===== config.mk =====
export PLATFORM = sky130hd
export DESIGN_NAME = ticket_vend_fsm
export DESIGN_NICKNAME = d
export VERILOG_FILES = /design/src/rtl/ticket_vend_fsm.sv
export SDC_FILE = /design/constraint.sdc
export NUM_CORES = 1
export LEC_CHECK = 0
export ABC_AREA = 0
export BUFFER_PORTS_ARGS = -buffer_cell sky130_fd_sc_hd__buf_4
export CELL_PAD_IN_SITES_DETAIL_PLACEMENT = 1
export CELL_PAD_IN_SITES_GLOBAL_PLACEMENT = 1
export CORE_ASPECT_RATIO = 0.9
export CORE_MARGIN = 1.5
export CORE_UTILIZATION = 35
export CTS_CLUSTER_SIZE = 12
export DETAILED_ROUTE_END_ITERATION = 16
export PLACE_DENSITY = 0.67
export SLEW_MARGIN = 20
export SYNTH_ARGS = -nofsm -noshare
export SYNTH_HDL_FRONTEND = slang
export SYNTH_SLANG_ARGS = --single-unit

===== constraint.sdc =====
create_clock -name clk -period 6.5 [get_ports clk]
set_input_delay 0.975 -clock clk [delete_from_list [all_inputs] [get_ports clk]]
set_output_delay 0.975 -clock clk [all_outputs]
set_load 0.02 [all_outputs]

===== src/rtl/ticket_vend_fsm.sv =====
module ticket_vend_fsm #(
  parameter int TICK_DIV      = 1_000_000,
  parameter int HALF_TICKS    = 50,
  parameter int BLINK_HALVES  = 10,
  parameter int DEFAULT_MOVIE = 0,
  parameter int PRICE_0       = 36,
  parameter int PRICE_1       = 27,
  parameter int PRICE_2       = 18,
  parameter int PRICE_3       = 24,
  parameter int MONEY_W       = 8
) (
  input  logic               clk,
  input  logic               rst_n,
  input  logic               btn_up,
  input  logic               btn_down,
  input  logic               btn_left,
  input  logic               btn_right,
  input  logic               btn_enter,
  output logic [1:0]         stage,
  output logic [1:0]         movie,
  output logic [2:0]         qty,
  output logic [MONEY_W-1:0] due,
  output logic [MONEY_W-1:0] paid,
  output logic [MONEY_W-1:0] change,
  output logic               disp_on
);
  localparam int CYC_W  = $clog2(TICK_DIV + 1);
  localparam int TCK_W  = $clog2(HALF_TICKS + 1);
  localparam int HLF_W  = $clog2(BLINK_HALVES + 1);
  localparam logic [1:0] DEF_MV = 2'(DEFAULT_MOVIE);

  typedef enum logic [1:0] {ST_SEL = 2'd0, ST_QTY = 2'd1, ST_PAY = 2'd2, ST_CHG = 2'd3} st_t;

  st_t               st_q;
  logic [1:0]        movie_q;
  logic [2:0]        qty_q;
  logic [MONEY_W-1:0] paid_q, chg_q;
  logic              disp_q;
  logic [CYC_W-1:0]  cyc_q;
  logic [TCK_W-1:0]  tck_q;
  logic [HLF_W-1:0]  hlf_q;

  wire [4:0] btns    = {btn_enter, btn_right, btn_left, btn_down, btn_up};
  wire       one_btn = $onehot(btns);

  int price_sel;
  always_comb begin
    case (movie_q)
      2'd0:    price_sel = PRICE_0;
      2'd1:    price_sel = PRICE_1;
      2'd2:    price_sel = PRICE_2;
      default: price_sel = PRICE_3;
    endcase
  end

  assign due = MONEY_W'(price_sel * int'(qty_q));

  logic [MONEY_W:0] bill, sum;
  always_comb begin
    if (btn_up)         bill = (MONEY_W+1)'(2);
    else if (btn_down)  bill = (MONEY_W+1)'(10);
    else if (btn_left)  bill = (MONEY_W+1)'(20);
    else                bill = (MONEY_W+1)'(40);
    sum = {1'b0, paid_q} + bill;
  end

  wire tick     = (cyc_q == CYC_W'(TICK_DIV - 1));
  wire half_end = tick && (tck_q == TCK_W'(HALF_TICKS - 1));
  wire last_hlf = (hlf_q == HLF_W'(BLINK_HALVES - 1));

  always_ff @(posedge clk or negedge rst_n) begin
    if (!rst_n) begin
      st_q    <= ST_SEL;
      movie_q <= DEF_MV;
      qty_q   <= 3'd1;
      paid_q  <= '0;
      chg_q   <= '0;
      disp_q  <= 1'b1;
      cyc_q   <= '0;
      tck_q   <= '0;
      hlf_q   <= '0;
    end else begin
      case (st_q)
        ST_SEL: if (one_btn) begin
          if (btn_right) movie_q <= movie_q + 2'd1;
          if (btn_left)  movie_q <= movie_q - 2'd1;
          if (btn_enter) begin
            st_q  <= ST_QTY;
            qty_q <= 3'd1;
          end
        end
        ST_QTY: if (one_btn) begin
          if (btn_up && qty_q != 3'd4)   qty_q <= qty_q + 3'd1;
          if (btn_down && qty_q != 3'd1) qty_q <= qty_q - 3'd1;
          if (btn_enter) begin
            st_q   <= ST_PAY;
            paid_q <= '0;
          end
        end
        ST_PAY: if (one_btn && !btn_enter) begin
          paid_q <= sum[MONEY_W-1:0];
          if (sum >= {1'b0, due}) begin
            st_q   <= ST_CHG;
            chg_q  <= sum[MONEY_W-1:0] - due;
            disp_q <= 1'b1;
            cyc_q  <= '0;
            tck_q  <= '0;
            hlf_q  <= '0;
          end
        end
        default: begin
          if (!tick) cyc_q <= cyc_q + CYC_W'(1);
          else begin
            cyc_q <= '0;
            if (!half_end) tck_q <= tck_q + TCK_W'(1);
            else begin
              tck_q  <= '0;
              disp_q <= ~disp_q;
              if (!last_hlf) hlf_q <= hlf_q + HLF_W'(1);
              else begin
                hlf_q   <= '0;
                st_q    <= ST_SEL;
                movie_q <= DEF_MV;
                qty_q   <= 3'd1;
                paid_q  <= '0;
                chg_q   <= '0;
                disp_q  <= 1'b1;
              end
            end
          end
        end
      endcase
    end
  end

  assign stage   = st_q;
  assign movie   = movie_q;
  assign qty     = qty_q;
  assign paid    = paid_q;
  assign change  = chg_q;
  assign disp_on = disp_q;

  AST_QTY_RANGE: assert property (@(posedge clk) disable iff (!rst_n)
    (qty_q >= 3'd1) && (qty_q <= 3'd4));
  AST_SEL_NEXT: assert property (@(posedge clk) disable iff (!rst_n)
    (st_q == ST_SEL) |=> (st_q == ST_SEL || st_q == ST_QTY));
  AST_QTY_NEXT: assert property (@(posedge clk) disable iff (!rst_n)
    (st_q == ST_QTY) |=> (st_q == ST_QTY || st_q == ST_PAY));
  AST_PAY_NEXT: assert property (@(posedge clk) disable iff (!rst_n)
    (st_q == ST_PAY) |=> (st_q == ST_PAY || st_q == ST_CHG));
  AST_PAID_GROWS: assert property (@(posedge clk) disable iff (!rst_n)
    (st_q == ST_PAY) |=> (paid_q >= $past(paid_q)));
  AST_PAY_OPEN: assert property (@(posedge clk) disable iff (!rst_n)
    (st_q == ST_PAY) |-> (paid_q < due));
  AST_CHANGE_MATCH: assert property (@(posedge clk) disable iff (!rst_n)
    (st_q == ST_CHG) |-> (chg_q == paid_q - due));
  AST_CHG_FROZEN: assert property (@(posedge clk) disable iff (!rst_n)
    (st_q == ST_CHG) |=> (st_q == ST_SEL) || ($stable(paid_q) && $stable(movie_q) && $stable(qty_q)));
  AST_EXIT_CLEAR: assert property (@(posedge clk) disable iff (!rst_n)
    (st_q == ST_CHG) |=> (st_q == ST_CHG) || (paid_q == '0 && chg_q == '0 && qty_q == 3'd1 && disp_q));
  AST_DISP_STEADY: assert property (@(posedge clk) disable iff (!rst_n)
    (st_q != ST_CHG) |-> disp_q);
endmodule


=== After elaboration in Yosys (flattened, before gate mapping) ===
Cells that the tools add are included.

* Register bits: 54
* Output and inout port bits: 32
* Logic and storage cells: 137
* Input port bits: 7

* Add/subtract/negate cells: 13
* Bitwise operators: 5
* Mux-type cells: 58
* Reductions and logical operators: 32
* $lt $le $gt $ge: 1
* $mul: 1
* Eq/ne operators: 18

{| class="wikitable"
|+ Operators by type and width
! cell !! count
|-
| $mux 8 || 8
|-
| $mux 20 || 3
|-
| $mux 6 || 7
|-
| $pmux 20 s2 || 1
|-
| $mul 32x4->8 || 1
|-
| $mux 2 || 12
|-
| $mux 3 || 8
|-
| $pmux 8 s3 || 1
|-
| $add 20x1->20 const B || 1
|-
| $eq 20x20->1 const B || 1
|-
| $mux 4 || 5
|-
| $pmux 6 s3 || 1
|-
| $reduce_bool 3->1 || 6
|-
| $pmux 8 s2 || 1
|-
| $ne 2x2->1 const B || 6
|-
| $pmux 6 s2 || 1
|-
| $reduce_and 6->1 || 2
|-
| $reduce_bool 2->1 || 6
|-
| $reduce_bool 4->1 || 3
|-
| $add 8x9->9 || 1
|-
| $ge 9x8->1 || 1
|-
| $ne 3x3->1 const B || 3
|-
| $pmux 3 s3 || 1
|-
| $reduce_and 9->1 || 1
|-
| 31 further kinds || 47
|}

=== Depth between registers and ports, before layout ===
Gate-level depths: netlist (run 1).

* Depth after elaboration: 8
* Mapped depth: 22
* Depth with buffers taken out: 20

=== Worst setup path before layout (run 1) ===
No wires, ideal clock.

* Kind: reg2reg
* Start point: reg movie_q[0], in the netlist movie[0]
* End point: reg cyc_q[8]
* Data arrival time: 5.206 ns
* Path buffers: 2
* Cell stages (with the launch flop): 21
* Slack: 1.199 ns
* Period minus slack after synthesis: 5.301 ns
* Data required time: 6.405 ns
* Library setup time: 0.095 ns
* Path through: dfrtp_1 -> inv_1 -> ha_1 -> and2_1 -> ha_1 -> fa_1 -> ha_1 -> a21o_1 -> a21oi_1 -> o21bai_1 -> a21oi_1 -> xor2_1 -> inv_1 -> ha_1 -> and3_1 -> a211oi_1 -> o221a_2 -> clkbuf_1 -> buf_1 -> o31ai_1 -> o31ai_1

* Word-level cells in the longest chain between the ends: 6
* Elaborated cells between the ends (all ways): 8
* Those cells by class: 1 x mul; 1 x order compare; 3 x eq/ne; 1 x mux; 2 x reduce/logical

{| class="wikitable"
|+ Ends and longest elaborated chain
! item !! RTL line !! text
|-
| start: declaration || 35 || <nowiki>logic [1:0] movie_q;</nowiki>
|-
| start signal: assignment || 85 || <nowiki>if (btn_right) movie_q <= movie_q + 2'd1;</nowiki>
|-
| start signal: assignment || 86 || <nowiki>if (btn_left) movie_q <= movie_q - 2'd1;</nowiki>
|-
| $eq 2x2->1 (tied with other cells) || 48 || <nowiki>case (movie_q)</nowiki>
|-
| $pmux 6 s3 (*) || 48 ||
|-
| $mul 32x4->8 (*) || 56 || <nowiki>assign due = MONEY_W'(price_sel * int'(qty_q));</nowiki>
|-
| named net due[7] || 22 || <nowiki>output logic [MONEY_W-1:0] due,</nowiki>
|-
| $ge 9x8->1 (*) || 102 || <nowiki>if (sum >= {1'b0, due}) begin</nowiki>
|-
| $ne 2x2->1 (no line) (*) || - ||
|-
| $reduce_and 3->1 (no line) (*) || - ||
|-
| end signal: assignment || 112 || <nowiki>if (!tick) cyc_q <= cyc_q + CYC_W'(1);</nowiki>
|-
| end: declaration || 39 || <nowiki>logic [CYC_W-1:0] cyc_q;</nowiki>
|}

Mark *: on every way through the listed nets, which the timed path passes. The rest lies on a longest branch.
A chain may end at the register's enable or synchronous reset.

=== Worst setup path in the final report (run 1) ===
* Start point: reg movie_q[0], in the netlist movie[0]
* End point: reg chg_q[3], in the netlist change[3]

* Word-level cells in the longest chain between the ends: 7
* Elaborated cells between the ends (all ways): 12
* Those cells by class: 1 x add/sub; 1 x mul; 1 x order compare; 3 x eq/ne; 4 x mux; 2 x reduce/logical

{| class="wikitable"
|+ Ends and longest elaborated chain
! item !! RTL line !! text
|-
| $eq 2x2->1 (tied with other cells) || 48 ||
|-
| $pmux 6 s3 (*) || 48 ||
|-
| $mul 32x4->8 (*) || 56 ||
|-
| $sub 8x8->8 || 104 || <nowiki>chg_q <= sum[MONEY_W-1:0] - due;</nowiki>
|-
| $mux 8 || 102 ||
|-
| $mux 8 || 100 || <nowiki>ST_PAY: if (one_btn && !btn_enter) begin</nowiki>
|-
| $pmux 8 s2 || 83 || <nowiki>case (st_q)</nowiki>
|-
| end signal: assignment || 104 ||
|-
| end: declaration || 37 || <nowiki>logic [MONEY_W-1:0] paid_q, chg_q;</nowiki>
|}

Every way passes the cells marked *; elsewhere a longest branch is shown, timed or not. The select of a mux whose other input is x is not followed.

==> impl_results.rst, run 1 <==
.. list-table::
   :header-rows: 1

   * - Metric
     - Value
   * - Max incr delay on CP
     - 0.70 ns
   * - DRC violation count after routing
     - 0
   * - Clock H-tree levels
     - 2
   * - Critical path type
     - flip-flop to flip-flop
   * - Relative slew slack
     - 0.407
   * - Power dissipated by switching net loads
     - 1.37 mW
   * - Number of synthesized flops with an enable pin
     - 0
   * - Instance count after placement with tap cells included
     - 644
   * - Clock root buffer
     - clkbuf_16
   * - Overall via count from detail_route
     - 3580
   * - Minimum period implied by the final worst setup slack
     - 5.53 ns
   * - Fin. Hold Viols
     - 0
   * - Clock tree sinks
     - 53
   * - Instance count along the most critical hold path
     - 1
   * - Wire length reported by the detailed router
     - 11400 um
   * - Min setup slack post-route
     - 0.970 ns
   * - Worst hold endpoint
     - hlf_q[3]
   * - Most used DFF post-synth
     - dfrtp_1
   * - Hold_ws
     - 0.496 ns
   * - Highest fanout seen on the critical path
     - 28
   * - Net count of the mapped netlist
     - 524
   * - Row count
     - 37
   * - Sequential share of the synthesized area
     - 0.313
   * - Worst R2R Start
     - movie[0]
   * - Outcome
     - finished, final reports clean
   * - Die Outline Area
     - 12800 um^2
   * - Final design utilization
     - 0.414
   * - Synthesized area divided by synthesized cell count
     - 9.16 um^2
   * - Fraction of final layout cells sized beyond drive strength 1
     - 0.131
   * - Highest Clock Rate
     - 0.181 GHz
   * - Arrival time at the worst endpoint
     - 5.73 ns
   * - Initial antenna violation count
     - 0
   * - Crit path buffers/inverters
     - 2
   * - Number of routed nets with antenna violations
     - 0
   * - Required @ worst endpoint
     - 6.70 ns
   * - Number of optimization iterations in the first detailed-route pass
     - 4
   * - Number of global-route vias before repair
     - 3936
   * - Die Span X
     - 119 um
   * - Post-Place Cell Area
     - 4660 um^2
   * - Critical Path Slowest Stage Cell
     - o221a_2
   * - Pin slew with the least headroom to its limit
     - 0.890 ns
   * - Routed WL per cell
     - 17.5 um
   * - Post-layout nets
     - 555
   * - Overall die height
     - 108 um
   * - Kind of end point of the critical path
     - flip-flop
   * - First-pass GRT wire length
     - 19500 um
   * - Growth of design area from synthesis to finish
     - 13.2%
   * - Clock latency on the worst-skew pair
     - 0.31 ns
   * - Number of CTS-inserted buffers
     - 5
   * - Top delay family on crit path
     - compound AO/OA/AOI/OAI gates
   * - Setup TNS
     - 0 ns
   * - Max rail drop VDD
     - 0.268 mV
   * - Setup slack on the worst flop-to-flop path
     - 0.97 ns
   * - Startpoint Class
     - flip-flop
   * - Worst-path cell chain
     - inv_1, ha_1, and2_1, ha_1, fa_1, ha_1, a21o_1, a21oi_1, o21bai_1, a21oi_1, xor2_1, inv_1, ha_1, and3_1, a211oi_1, o221a_2, nor3_1, a22o_1
   * - Sum of net half-perimeters after detailed placement
     - 8410 um
   * - Number of cells on the worst reg-to-reg path
     - 18
   * - Pre-CTS WS
     - 0.934 ns
   * - Number of hold buffers added after CTS
     - 0
   * - Share of total power consumed by net switching
     - 0.520
   * - Filler Cells Inserted
     - 1341
   * - Global-route total usage across every layer
     - 0.190
   * - Most instantiated library cell after synthesis
     - dfrtp_1
   * - Area occupied by multi-input gates
     - 2680 um^2
   * - Synth cell count leaders
     - dfrtp_1 (51), ha_1 (45), inv_1 (44), o31ai_1 (34), nand2_1 (32)
   * - Dominant cell type by count on the critical path
     - ha_1
   * - Buffer count from post-CTS setup fixing
     - 0
   * - Worst hold path startpoint
     - hlf_q[3]
   * - Part of the power in the clock network
     - 0.107
   * - Total power
     - 2.63 mW
   * - Count of instances resized after the clock tree is built
     - 0
   * - Number of storage elements in the synthesis netlist
     - 53
   * - Power share of the combinational group
     - 0.685
   * - Maximum buffer depth of the clock tree
     - 2
   * - Number of standard cells in the layout, taps in and fillers out
     - 652
   * - Ratio of total power to cell area
     - 547 nW/um^2
   * - Internal portion of total power
     - 1.26 mW
   * - Violation count after the first detailed-routing iteration
     - 115
   * - Gp weighted congestion
     - 0.791
   * - Period Utilization, post-route
     - 0.851
   * - Clock-pin slew on the worst setup and hold paths
     - 0.08 ns
   * - Sequential share of power
     - 0.208
   * - Total inserted antenna cells
     - 0
   * - Initial standard-cell utilization of the core
     - 0.366
   * - Maximum number of pins on one net before global-route repair
     - 54
   * - Sequential cell area
     - 1330 um^2
   * - Leakage Power
     - 2.26 nW
   * - Capture instance of the worst register-to-register path
     - change[3]
   * - Asr flop ratio synth
     - 1.00
   * - Library cell with the largest summed area after synthesis
     - dfrtp_1
   * - Synthesis Warnings
     - 0
   * - Number of input and output port buffers inserted
     - 37
   * - Final instance area
     - 4810 um^2
   * - Number of placed I/O pins
     - 39
   * - Post-Synthesis Cells
     - 464
   * - Number of failing setup endpoints in the final timing report
     - 0
   * - MaxCap Viol Count
     - 0
   * - Total congestion overflow
     - 0
   * - Clock tree from TritonCTS
     - done
   * - Number of pins exceeding their max-slew limit in the final report
     - 0
   * - Placeable core region
     - 11600 um^2
   * - Area share of the largest cell type after synthesis
     - 0.300
   * - Setup repair after global routing missed its margin
     - false
   * - Via density per instance
     - 5.49
   * - Leading cell types by total area after synthesis
     - dfrtp_1 (30%), ha_1 (13%), o31ai_1 (6.0%)
   * - Library cells used by synthesis
     - 64
   * - Summed instance area of the synthesized netlist
     - 4250 um^2
   * - Path category of the worst min-delay check
     - flip-flop to flip-flop
   * - Clock skew
     - 0.00655 ns
how the worst max path moves through the flow:
stage,startpoint,cells past startpoint,slack [ns],to
5_1_grt,movie[0],18,0.52,change[3]
4_1_cts,movie[0],18,0.92,change[3]
3_5_place_dp,movie[0],18,0.93,change[3]
2_1_floorplan,movie[0],20,1.20,cyc_q[8]
3_3_place_gp,movie[0],18,1.14,change[3]
6_report,movie[0],18,0.97,change[3]
power groups by stage:
stage                     Sequential (mW)  Clock (mW)  Combinational, mW
after CTS                           0.547       0.291               1.82
after detailed placement            0.553           0               1.81
after global routing                0.568       0.301               2.01
after floorplan                     0.593           0               1.23
after global placement              0.544           0               1.77
final                               0.547       0.281               1.80
logic make-up (layout without fill, tap and decap cells):
kind of cell | after synthesis | count (layout) | share of synthesized area
simple gates | 139 | 139 | 0.172
mux | 9 | 9 | 0.0230
fa+ha+maj | 53 | 53 | 0.170
xor+xnor | 19 | 19 | 0.0392
other cells | 1 | 1 | 0.000883
flops | 53 | 53 | 0.313
compound gates | 130 | 130 | 0.225
buf+inv | 60 | 92 | 0.0571
flip-flops by register name, summed over array words and instances, names as in the netlist:
signal and cells:
paid 7, hlf_q 4, qty 3, cyc_q 20, change 8, movie 2, disp_on 1, tck_q 6
stage 2
layout by cell type (no fill, tap or decap), drive strengths merged, types with 3 or more instances in the layout:
cell    netlist  routed
dfrtp        51      51
ha           45      45
inv          44      45
buf           7      39
o31ai        35      35
nand2        32      32
nor2         30      30
a21oi        22      22
o21ai        20      20
nand3        18      18
xnor2        13      13
nor3         13      13
a22o         12      12
and3         11      11
and2          9       9
fa            8       8
xor2          6       6
a21o          6       6
nand4         6       6
mux2          6       6
o21bai        5       5
o41ai         5       5
clkbuf        8       5
a211oi        4       4
nand2b        3       3
or3           3       3
a31oi         3       3
and4          3       3
mux2i         3       3
a21boi        3       3
worst reg2reg max path, stage by stage, from the launching register on:
cell,delay [ns]
dfrtp_1,0.47
inv_1,0.10
ha_1,0.35
and2_1,0.18
ha_1,0.30
fa_1,0.55
ha_1,0.33
a21o_1,0.19
a21oi_1,0.22
o21bai_1,0.09
a21oi_1,0.17
xor2_1,0.21
inv_1,0.07
ha_1,0.31
and3_1,0.18
a211oi_1,0.45
o221a_2,0.70
nor3_1,0.29
a22o_1,0.26
layout make-up:
class	count	area share
inverters	45	0.0351
repair buffers	39	0.0609
well taps	156	0.0406
clock buffers	5	0.0260
multi-input cells	351	0.557
flip-flops and latches	53	0.276
clock inverters	3	0.00442
metal layers:
layer,wire [um],part of all wire,global-route usage
met1,5890,0.52,0.258
met2,5170,0.45,0.319
met3,246,0.022,0.0265
met4,123,0.011,0.0482
met5,0,0,0
Note: power is estimated with default switching activity, not from simulation.
==> run 2, diff against run 1 <==
--- a/config.mk
+++ b/config.mk
@@ -11,10 +11,10 @@
 export CELL_PAD_IN_SITES_GLOBAL_PLACEMENT = 1
 export CORE_ASPECT_RATIO = 0.9
 export CORE_MARGIN = 1.5
-export CORE_UTILIZATION = 35
+export CORE_UTILIZATION = 30
 export CTS_CLUSTER_SIZE = 12
 export DETAILED_ROUTE_END_ITERATION = 16
-export PLACE_DENSITY = 0.67
+export PLACE_DENSITY = 0.59
 export SLEW_MARGIN = 20
 export SYNTH_ARGS = -nofsm -noshare
 export SYNTH_HDL_FRONTEND = slang
==> impl_results.rst, run 2 (synthesis gave the netlist of run 1 again) <==
.. list-table::
   :header-rows: 1

   * - Metric
     - Value
   * - Outcome
     - finished, final reports clean
   * - Highest Clock Rate
     - 0.181 GHz (+0.31%)
   * - Growth of design area from synthesis to finish
     - 14.5%
   * - Routed WL per cell
     - 16.9 um (-3.8%)
   * - Clock tree from TritonCTS
     - done
   * - Minimum period implied by the final worst setup slack
     - 5.51 ns (-0.0173 ns)
   * - Total congestion overflow
     - 0 (unchanged)
   * - Highest fanout seen on the critical path
     - 17 (-39%)
   * - Number of input and output port buffers inserted
     - 37 (unchanged)
   * - Via density per instance
     - 5.26 (-4.3%)
   * - Number of hold buffers added after CTS
     - 0 (unchanged)
   * - Post-layout nets
     - 556 (+0.18%)
   * - DRC violation count after routing
     - 0 (unchanged)
   * - Gp weighted congestion
     - 0.789 (-0.33%)
   * - Critical Path Slowest Stage Cell
     - nand3_1
   * - Pin slew with the least headroom to its limit
     - 0.954 ns (+0.0641 ns)
   * - Period Utilization, post-route
     - 0.848 (-0.00266)
   * - Filler Cells Inserted
     - 1603 (+20%)
   * - Initial standard-cell utilization of the core
     - 0.306 (-0.0600)
   * - Sum of net half-perimeters after detailed placement
     - 8700 um (+3.4%)
   * - Setup repair after global routing missed its margin
     - false
   * - Commonest non-fill, non-tap cells in the layout
     - dfrtp_1 (51), ha_1 (45), inv_1 (44)
   * - Kind of end point of the critical path
     - flip-flop
   * - Number of placed I/O pins
     - 39 (unchanged)
   * - Most common cell after layout, fill and taps aside
     - dfrtp_1
   * - Row count
     - 41 (+11%)
   * - Setup TNS
     - 0 ns (unchanged)
   * - Dominant cell type by count on the critical path
     - ha_1
   * - Clock skew
     - 0.00667 ns (+0.000118 ns)
   * - Register with the highest flop count
     - cyc_q
   * - Clock latency on the worst-skew pair
     - 0.31 ns (about the same)
   * - Max incr delay on CP
     - 0.63 ns (-0.07 ns)
   * - Ratio of total power to cell area
     - 544 nW/um^2 (-0.66%)
   * - Fraction of final layout cells sized beyond drive strength 1
     - 0.133 (+0.00175)
   * - Clock H-tree levels
     - 2 (unchanged)
   * - Clock root buffer
     - clkbuf_16
   * - Number of failing setup endpoints in the final timing report
     - 0 (unchanged)
   * - Maximum number of pins on one net before global-route repair
     - 54 (unchanged)
   * - Max rail drop VDD
     - 0.190 mV (-29%)
   * - Violation count after the first detailed-routing iteration
     - 183 (+59%)
   * - Number of CTS-inserted buffers
     - 5 (unchanged)
   * - Total power
     - 2.64 mW (+0.47%)
   * - Critical path type
     - flip-flop to flip-flop
   * - Clock-pin slew on the worst setup and hold paths
     - 0.07 ns (about the same)
   * - Total inserted antenna cells
     - 0 (unchanged)
   * - Path category of the worst min-delay check
     - flip-flop to flip-flop
   * - Buffer count from post-CTS setup fixing
     - 0 (unchanged)
   * - Leakage Power
     - 2.27 nW (+0.39%)
   * - Die Span X
     - 128 um (+7.8%)
   * - Number of routed nets with antenna violations
     - 0 (unchanged)
   * - Hold_ws
     - 0.509 ns (+0.0130 ns)
   * - Count of instances resized after the clock tree is built
     - 0 (unchanged)
   * - MaxCap Viol Count
     - 0 (unchanged)
   * - Worst-path cell chain
     - inv_1, ha_1, and2_1, ha_1, fa_1, ha_1, a21o_1, a21oi_1, o21bai_1, a21oi_1, xor2_1, inv_1, ha_1, and3_1, a211oi_1, o221ai_4, nand3_1, o21ai_0
   * - Die Outline Area
     - 14900 um^2 (+16%)
   * - Largest register FFs
     - 20 (unchanged)
   * - Global-route total usage across every layer
     - 0.165 (-0.0247)
   * - Required @ worst endpoint
     - 6.66 ns (-0.04 ns)
   * - Overall via count from detail_route
     - 3626 (+1.3%)
   * - Startpoint Class
     - flip-flop
   * - Number of pins exceeding their max-slew limit in the final report
     - 0 (unchanged)
   * - Fin. Hold Viols
     - 0 (unchanged)
   * - Wire length reported by the detailed router
     - 11600 um (+1.8%)
   * - Number of optimization iterations in the first detailed-route pass
     - 4 (unchanged)
   * - Sequential cell area
     - 1330 um^2 (unchanged)
   * - Maximum buffer depth of the clock tree
     - 2 (unchanged)
   * - Initial antenna violation count
     - 0 (unchanged)
   * - Area occupied by multi-input gates
     - 2680 um^2 (unchanged)
   * - Number of global-route vias before repair
     - 3651 (-7.2%)
   * - Relative slew slack
     - 0.359 (-0.0475)
   * - Clock tree sinks
     - 53 (unchanged)
   * - Overall die height
     - 116 um (+7.8%)
   * - Arrival time at the worst endpoint
     - 5.67 ns (-0.06 ns)
   * - Placeable core region
     - 13900 um^2 (+20%)
   * - First-pass GRT wire length
     - 19200 um (-1.4%)
-- run 2: critical path, delay by kind of cell, from the launching register on --
family | cells | cell delay (ns)
adder cells (fa/ha/maj) | 5 | 1.84
AO/OA/AOI/OAI | 7 | 1.61
AND/OR/NAND/NOR | 3 | 0.99
flip-flops | 1 | 0.47
XOR/XNOR | 1 | 0.26
buffers and inverters | 2 | 0.20
-- run 2: final cells by class --
type,count,share of cell area
clock buffer,5,0.0257
clock inverter,3,0.00463
inverter,45,0.0347
multi-input combinational,351,0.550
sequential,53,0.273
tap,193,0.0496
timing repair buffer,40,0.0617
-- run 2: worst paths after layout --
check | start | to | slack (ns) | cells after the start
max in group asynchronous | rst_n | tck_q[0] | 5.29 | 1
worst min-delay path | hlf_q[3] | hlf_q[3] | 0.51 | 1
worst min register to register | hlf_q[3] | hlf_q[3] | 0.51 | 1
worst max-delay path | movie[0] | cyc_q[2] | 0.99 | 18
worst max register to register | movie[0] | cyc_q[2] | 0.99 | 18
min in group asynchronous | rst_n | cyc_q[12] | 0.71 | 1
-- run 2: power breakdown --
group	internal (mW)	leakage [nW]	switching, mW
clock	0.144	0.0738	0.138
combinational	0.696	1.50	1.12
sequential	0.429	0.699	0.117
total	1.27	2.27	1.38
-- run 2: per-stage QoR --
stage / instances / utilization / worst slack [ns] / instance area [um^2]
final: 690 / 0.350 / 0.987 / 4860
after CTS: 690 / 0.350 / 0.966 / 4860
after global placement: 682 / 0.339 / 1.02 / 4720
after detailed placement: 682 / 0.339 / 1.02 / 4720
after global routing: 690 / 0.350 / 0.597 / 4860
after floorplan: 464 / - / 1.20 / 4250
-- run 2: metal layers --
layer  global-route usage  vias up  part of all wire
met3               0.0286       12             0.029
met4               0.0457        0             0.014
met1                0.243     1820              0.53
li1                     -     1751                 -
met5                    0        -                 0
met2                0.248       43              0.43
